### src/rtl/sadc_pkg.sv
package sadc_pkg;
  localparam int RES_W = 8;
  localparam int REP_W = RES_W - 1;

  typedef enum logic [1:0] {
    ST_IDLE = 2'd0,
    ST_RUN  = 2'd1,
    ST_GAP  = 2'd2
  } sadc_state_e;
endpackage

### src/rtl/sadc_halfclk.sv
module sadc_halfclk #(
  parameter int HALF_DIV = 4
) (
  input  logic clk,
  input  logic rst,
  input  logic run,
  output logic tick
);
  localparam int CW = (HALF_DIV > 1) ? $clog2(HALF_DIV) : 1;
  localparam logic [CW-1:0] LAST = CW'(HALF_DIV - 1);

  logic [CW-1:0] cnt_q;

  assign tick = run && (cnt_q == LAST);

  always_ff @(posedge clk) begin
    if (rst || !run) begin
      cnt_q <= '0;
    end else if (cnt_q == LAST) begin
      cnt_q <= '0;
    end else begin
      cnt_q <= cnt_q + 1'b1;
    end
  end
endmodule

### src/rtl/sadc_framer.sv
module sadc_framer #(
  parameter int ADDR_W     = 3,
  parameter int LEAD_ZEROS = 1,
  parameter int SW         = 5
) (
  input  logic [SW-1:0]     slot,
  input  logic [ADDR_W-1:0] addr,
  output logic              bit_o,
  output logic              drive_o
);
  localparam int START_SLOT = LEAD_ZEROS;
  localparam int LAST_ADDR  = LEAD_ZEROS + ADDR_W;

  logic [ADDR_W-1:0] addr_sh;
  int                s;

  always_comb begin
    s       = int'(slot);
    addr_sh = addr << (s - START_SLOT - 1);
    bit_o   = 1'b0;
    drive_o = 1'b0;
    if (s < START_SLOT) begin
      drive_o = 1'b1;
    end else if (s == START_SLOT) begin
      bit_o   = 1'b1;
      drive_o = 1'b1;
    end else if (s <= LAST_ADDR) begin
      bit_o   = addr_sh[ADDR_W-1];
      drive_o = 1'b1;
    end
  end
endmodule

### src/rtl/sadc_capture.sv
module sadc_capture import sadc_pkg::*; #(
  parameter int MSB0         = 5,
  parameter int CHECK_REPEAT = 1,
  parameter int SW           = 5
) (
  input  logic             clk,
  input  logic             rst,
  input  logic             clear,
  input  logic             sample,
  input  logic [SW-1:0]    slot,
  input  logic             sdo,
  output logic [RES_W-1:0] word,
  output logic             differs
);
  localparam int LSB0 = MSB0 + RES_W;

  logic [RES_W-1:0] msb_q;
  int               s;

  assign s    = int'(slot);
  assign word = msb_q;

  always_ff @(posedge clk) begin
    if (rst || clear) begin
      msb_q <= '0;
    end else if (sample && s >= MSB0 && s < MSB0 + RES_W) begin
      msb_q <= {msb_q[RES_W-2:0], sdo};
    end
  end

  generate
    if (CHECK_REPEAT != 0) begin : g_repeat
      logic [REP_W-1:0] rep_q;
      always_ff @(posedge clk) begin
        if (rst || clear) begin
          rep_q <= '0;
        end else if (sample && s >= LSB0 && s < LSB0 + REP_W) begin
          rep_q <= {sdo, rep_q[REP_W-1:1]};
        end
      end
      assign differs = ({rep_q, msb_q[0]} != msb_q);
    end else begin : g_norepeat
      assign differs = 1'b0;
    end
  endgenerate
endmodule

### src/rtl/sadc_host.sv
module sadc_host import sadc_pkg::*; #(
  parameter int HALF_DIV     = 4,
  parameter int ADDR_W       = 3,
  parameter int LEAD_ZEROS   = 1,
  parameter int CHECK_REPEAT = 1
) (
  input  logic              clk,
  input  logic              rst,
  input  logic              req,
  input  logic [ADDR_W-1:0] req_addr,
  input  logic              sdo,
  output logic              cs_n,
  output logic              sclk,
  output logic              sdi,
  output logic              sdi_oe,
  output logic              busy,
  output logic              done,
  output logic [RES_W-1:0]  result,
  output logic              mismatch
);
  localparam int MSB0  = LEAD_ZEROS + ADDR_W + 2;
  localparam int NSLOT = MSB0 + RES_W + ((CHECK_REPEAT != 0) ? REP_W : 0);
  localparam int SW    = $clog2(NSLOT + 1);

  sadc_state_e       state_q;
  logic [SW-1:0]     slot_q;
  logic [SW-1:0]     slot_nx;
  logic [ADDR_W-1:0] addr_q;
  logic [ADDR_W-1:0] addr_sel;
  logic              gap_q;
  logic              sclk_q, cs_n_q, sdi_q, oe_q, done_q, mis_q;
  logic [RES_W-1:0]  res_q;
  logic              tick, fr_bit, fr_drv, start, last_slot, sample;
  logic [RES_W-1:0]  cap_word;
  logic              cap_diff;

  assign start     = (state_q == ST_IDLE) && req;
  assign last_slot = (slot_q == SW'(NSLOT - 1));
  assign slot_nx   = (state_q == ST_IDLE) ? '0 : slot_q + 1'b1;
  assign addr_sel  = (state_q == ST_IDLE) ? req_addr : addr_q;
  assign sample    = (state_q == ST_RUN) && tick && !sclk_q;

  sadc_halfclk #(.HALF_DIV(HALF_DIV)) u_div (
    .clk (clk),
    .rst (rst),
    .run (state_q != ST_IDLE),
    .tick(tick)
  );

  sadc_framer #(.ADDR_W(ADDR_W), .LEAD_ZEROS(LEAD_ZEROS), .SW(SW)) u_frame (
    .slot   (slot_nx),
    .addr   (addr_sel),
    .bit_o  (fr_bit),
    .drive_o(fr_drv)
  );

  sadc_capture #(.MSB0(MSB0), .CHECK_REPEAT(CHECK_REPEAT), .SW(SW)) u_cap (
    .clk    (clk),
    .rst    (rst),
    .clear  (start),
    .sample (sample),
    .slot   (slot_q),
    .sdo    (sdo),
    .word   (cap_word),
    .differs(cap_diff)
  );

  always_ff @(posedge clk) begin
    if (rst) begin
      state_q <= ST_IDLE;
      slot_q  <= '0;
      addr_q  <= '0;
      gap_q   <= 1'b0;
      sclk_q  <= 1'b0;
      cs_n_q  <= 1'b1;
      sdi_q   <= 1'b0;
      oe_q    <= 1'b0;
      done_q  <= 1'b0;
      res_q   <= '0;
      mis_q   <= 1'b0;
    end else begin
      done_q <= 1'b0;
      unique case (state_q)
        ST_IDLE: begin
          if (req) begin
            state_q <= ST_RUN;
            slot_q  <= '0;
            addr_q  <= req_addr;
            cs_n_q  <= 1'b0;
            sclk_q  <= 1'b0;
            sdi_q   <= fr_bit;
            oe_q    <= fr_drv;
          end
        end
        ST_RUN: begin
          if (tick) begin
            if (!sclk_q) begin
              sclk_q <= 1'b1;
            end else begin
              sclk_q <= 1'b0;
              if (last_slot) begin
                state_q <= ST_GAP;
                gap_q   <= 1'b0;
                cs_n_q  <= 1'b1;
                sdi_q   <= 1'b0;
                oe_q    <= 1'b0;
                done_q  <= 1'b1;
                res_q   <= cap_word;
                mis_q   <= cap_diff;
              end else begin
                slot_q <= slot_nx;
                sdi_q  <= fr_bit;
                oe_q   <= fr_drv;
              end
            end
          end
        end
        ST_GAP: begin
          if (tick) begin
            if (gap_q) state_q <= ST_IDLE;
            else       gap_q   <= 1'b1;
          end
        end
        default: state_q <= ST_IDLE;
      endcase
    end
  end

  assign cs_n     = cs_n_q;
  assign sclk     = sclk_q;
  assign sdi      = sdi_q;
  assign sdi_oe   = oe_q;
  assign busy     = (state_q != ST_IDLE);
  assign done     = done_q;
  assign result   = res_q;
  assign mismatch = mis_q;
endmodule

### config.mk
export PLATFORM = sky130hd
export DESIGN_NAME = sadc_host
export DESIGN_NICKNAME = d
export VERILOG_FILES = /design/src/rtl/sadc_pkg.sv /design/src/rtl/sadc_halfclk.sv /design/src/rtl/sadc_framer.sv /design/src/rtl/sadc_capture.sv /design/src/rtl/sadc_host.sv
export SDC_FILE = /design/constraint.sdc
export NUM_CORES = 1
export LEC_CHECK = 0
export BUFFER_PORTS_ARGS = -buffer_cell sky130_fd_sc_hd__buf_2
export CORE_ASPECT_RATIO = 0.7
export CORE_UTILIZATION = 62
export CTS_BUF_LIST = sky130_fd_sc_hd__clkbuf_8 sky130_fd_sc_hd__clkbuf_16
export DETAILED_ROUTE_END_ITERATION = 8
export PLACE_DENSITY = 0.8
export SYNTH_ARGS = -nofsm -noshare
export SYNTH_HDL_FRONTEND = slang
export SYNTH_HIERARCHICAL = 1
export SYNTH_SLANG_ARGS = --single-unit
export TNS_END_PERCENT = 30
### constraint.sdc
create_clock -name clk -period 5.79 [get_ports clk]
set_input_delay 1.158 -clock clk [delete_from_list [all_inputs] [get_ports clk]]
set_output_delay 1.158 -clock clk [all_outputs]
set_load 0.005 [all_outputs]
==> results.md <==
- Via density: 5.76
- # rows: 17
- Die extent in x: 71.3 um
- Crit end category: flip-flop
- Skew-Pair Late Insertion Delay: 300 ps
- Failing checks: DRC
- Post-CTS Resized: 0
- Fraction of layout cells with a size suffix above 1: 0.159
- Routed vias: 1,666
- Post-Syn Nets: 249
- Clock root cell: clkbuf_8
- N_diodes: 0
- Pre-antenna DRT Iters: 6
- Gate Count Post-Synth: 233
- CP Data Arrival Time: 3040 ps
- Fin cells: 289
- Most frequent cell after synthesis: dfxtp_1
- Power Density: 229 mW/mm2
- CP required: 6000 ps
- Synth cell count leaders: 42 x dfxtp_1, 32 x nand2_1, 21 x a21oi_1, 16 x nand3_1, 15 x mux2i_1
- Die Y: 50.5 um
- Synth top area cells: dfxtp_1 40%, mux2i_1 7.2%, nand2_1 5.8%, ha_1 5.4%, a21oi_1 5.0%
- Final Skew: 8.40 ps
- Largest net degree at the start of global routing: 27
- GP Congestion: 0.771
- Sequential area share after synthesis: 0.403
- Dominant synthesized flop cell: dfxtp_1
- Netlist cell types: 47
- Critical Path Start Type: flip-flop
- H-tree levels: 2
- Bufs on Longest Clock Path: 2
- Die area: 0.00361 mm2
- Leakage: 0.915 nW
- Min cycle time layout: 2830 ps
- Core Region: 0.00317 mm2
- RSZ-0062 raised after global routing: false
- I/O Pins: 22
- First-pass GRT wire length: 6980 um
- CTS tree: done
- Period Utilization, post-route: 0.488
- Worst-margin pin slew: 948 ps
- Initial Utilization: 0.659
- CTS Sinks: 42
- Worst rel slew slack: 0.366
- Post-route ant nets: 0
- Dpl cell area: 0.00218 mm2
- Post-synth EDFFs: 0
- DP Cell Count: 281
- Ys Warns: 6
- Buffers on Ports: 21
- Starting DRT DRC Count: 101
- Worst-path fanout max: 12
- Gr ovfl total: 0
- Vias in the first global route: 1,439
- Post-synth top area share: 0.403
- Worst hold path type: flip-flop to flip-flop
- Final setup viols: 0
- Total GRT Usage: 0.254
- Hold Fails Final Rpt: 0
- Post-Syn Area: 0.00209 mm2
- Peak VDD IR: 0.172 mV
- Post-CTS setup buffer count: 0
- P&R area growth vs syn: 9.11%
- Clock-pin slew on the worst setup and hold paths: 80 ps
- Synth area leader: dfxtp_1
- Maxcap violations: 0
- Setup TNS: 0 ps
- Ys async rst share: 0
- Number of buffers created by CTS: 5
- Overall Power: 0.522 mW
- FF+latch count, synth: 42
- DRC: 1
- Max Clock Freq: 354 MHz
- Fill cell count: 245
- Status: finished with violations
- Setup CP Type: flip-flop to flip-flop
- Synthesized area per cell: 8.96 um2
- Routed WL: 4120 um
- Initial antenna violation count: 0
- Pins Over Slew Limit: 0
- DP HPWL: 2830 um
- Nets: 266
- Drt wl/cell: 14.2 um
- Post-CTS Hold Buffers: 0
- Cell area after layout: 0.00228 mm2
[report_power, final]
part           leakage [nW]  switching (mW)  internal (mW)
sequential            0.340         0.00243          0.292
combinational         0.528          0.0182         0.0107
clock                0.0472           0.103         0.0959
[layout make-up]
class | count | area [um2] | share of cell area
timing repair buffer | 21 | 105 | 0.0462
clock inverter | 2 | 12.5 | 0.00549
clock buffer | 6 | 82.6 | 0.0363
multi-input combinational | 169 | 1150 | 0.504
tap | 38 | 47.5 | 0.0209
sequential | 42 | 841 | 0.369
inverter | 11 | 41.3 | 0.0181
[sequential cells by signal (all words and copies together), names as in the netlist]
signal                count
result                    8
sclk                      1
sdi_oe                    1
slot_q                    5
u_div/cnt_q               2
gap_q                     1
addr_q                    3
u_cap/g_repeat.rep_q      7
sdi                       1
done                      1
u_cap/word                8
cs_n                      1
state_q                   2
mismatch                  1
[cell families (layout without fill, tap and decap cells)]
group                    Yosys count  in the layout  share of synthesized area
multiplexers                      18             18                     0.0881
AND/OR/NAND/NOR                   81             81                      0.207
buffers and inverters             22             40                     0.0474
adder cells (fa/ha/maj)            9              9                     0.0540
XOR/XNOR                          10             10                     0.0420
AO/OA/AOI/OAI                     51             51                      0.159
flip-flops                        42             42                      0.403
[critical path, stage by stage (launching register included)]
cell and delay [ps]:
dfxtp_1 450, nor2_1 230, inv_1 150, and2_1 270
nor4bb_1 800, nand2b_1 190, a21oi_4 370, mux2i_1 270
[metrics by stage]
step | hold slack [ps] | worst slack [ps] | util
floorplan | 419 | 3470 | -
global placement | 437 | 2940 | 0.689
detailed placement | 437 | 2870 | 0.689
CTS | 450 | 2980 | 0.719
global route | 477 | 2760 | 0.719
finish | 451 | 2960 | 0.719
[cell usage in the layout, fill, tap and decap left out, drive strengths merged, types with 3 or more instances in the layout]
cell / n
xnor2: 4
inv: 11
dfxtp: 42
nor2: 9
mux2i: 15
clkbuf: 6
mux2: 3
and4b: 3
nand3: 16
ha: 9
xor2: 6
a21oi: 22
nor2b: 4
o21ai: 14
nand2: 32
buf: 21
o211ai: 3
[path summary, 6_finish.rpt]
check	slack (ps)	end	start	cells after the start
setup reg to reg	2960	u_cap/word[3]	state_q[0]	7
hold reg to reg	450	u_div/cnt_q[0]	u_div/cnt_q[0]	1
hold / removal	450	u_div/cnt_q[0]	u_div/cnt_q[0]	1
setup / recovery	2960	u_cap/word[3]	state_q[0]	7
[layer usage]
| metal | part of all wire | wire length (um) | up-vias | GRT usage |
|---|---|---|---|---|
| met5 | 0 | 0 | - | 0 |
| met4 | 0.013 | 53 | 0 | 0.0900 |
| met3 | 0.046 | 188 | 10 | 0.0703 |
| met2 | 0.39 | 1630 | 39 | 0.351 |
| met1 | 0.55 | 2250 | 761 | 0.374 |
| li1 | - | - | 856 | - |
Power figures use the tool's default switching activity.
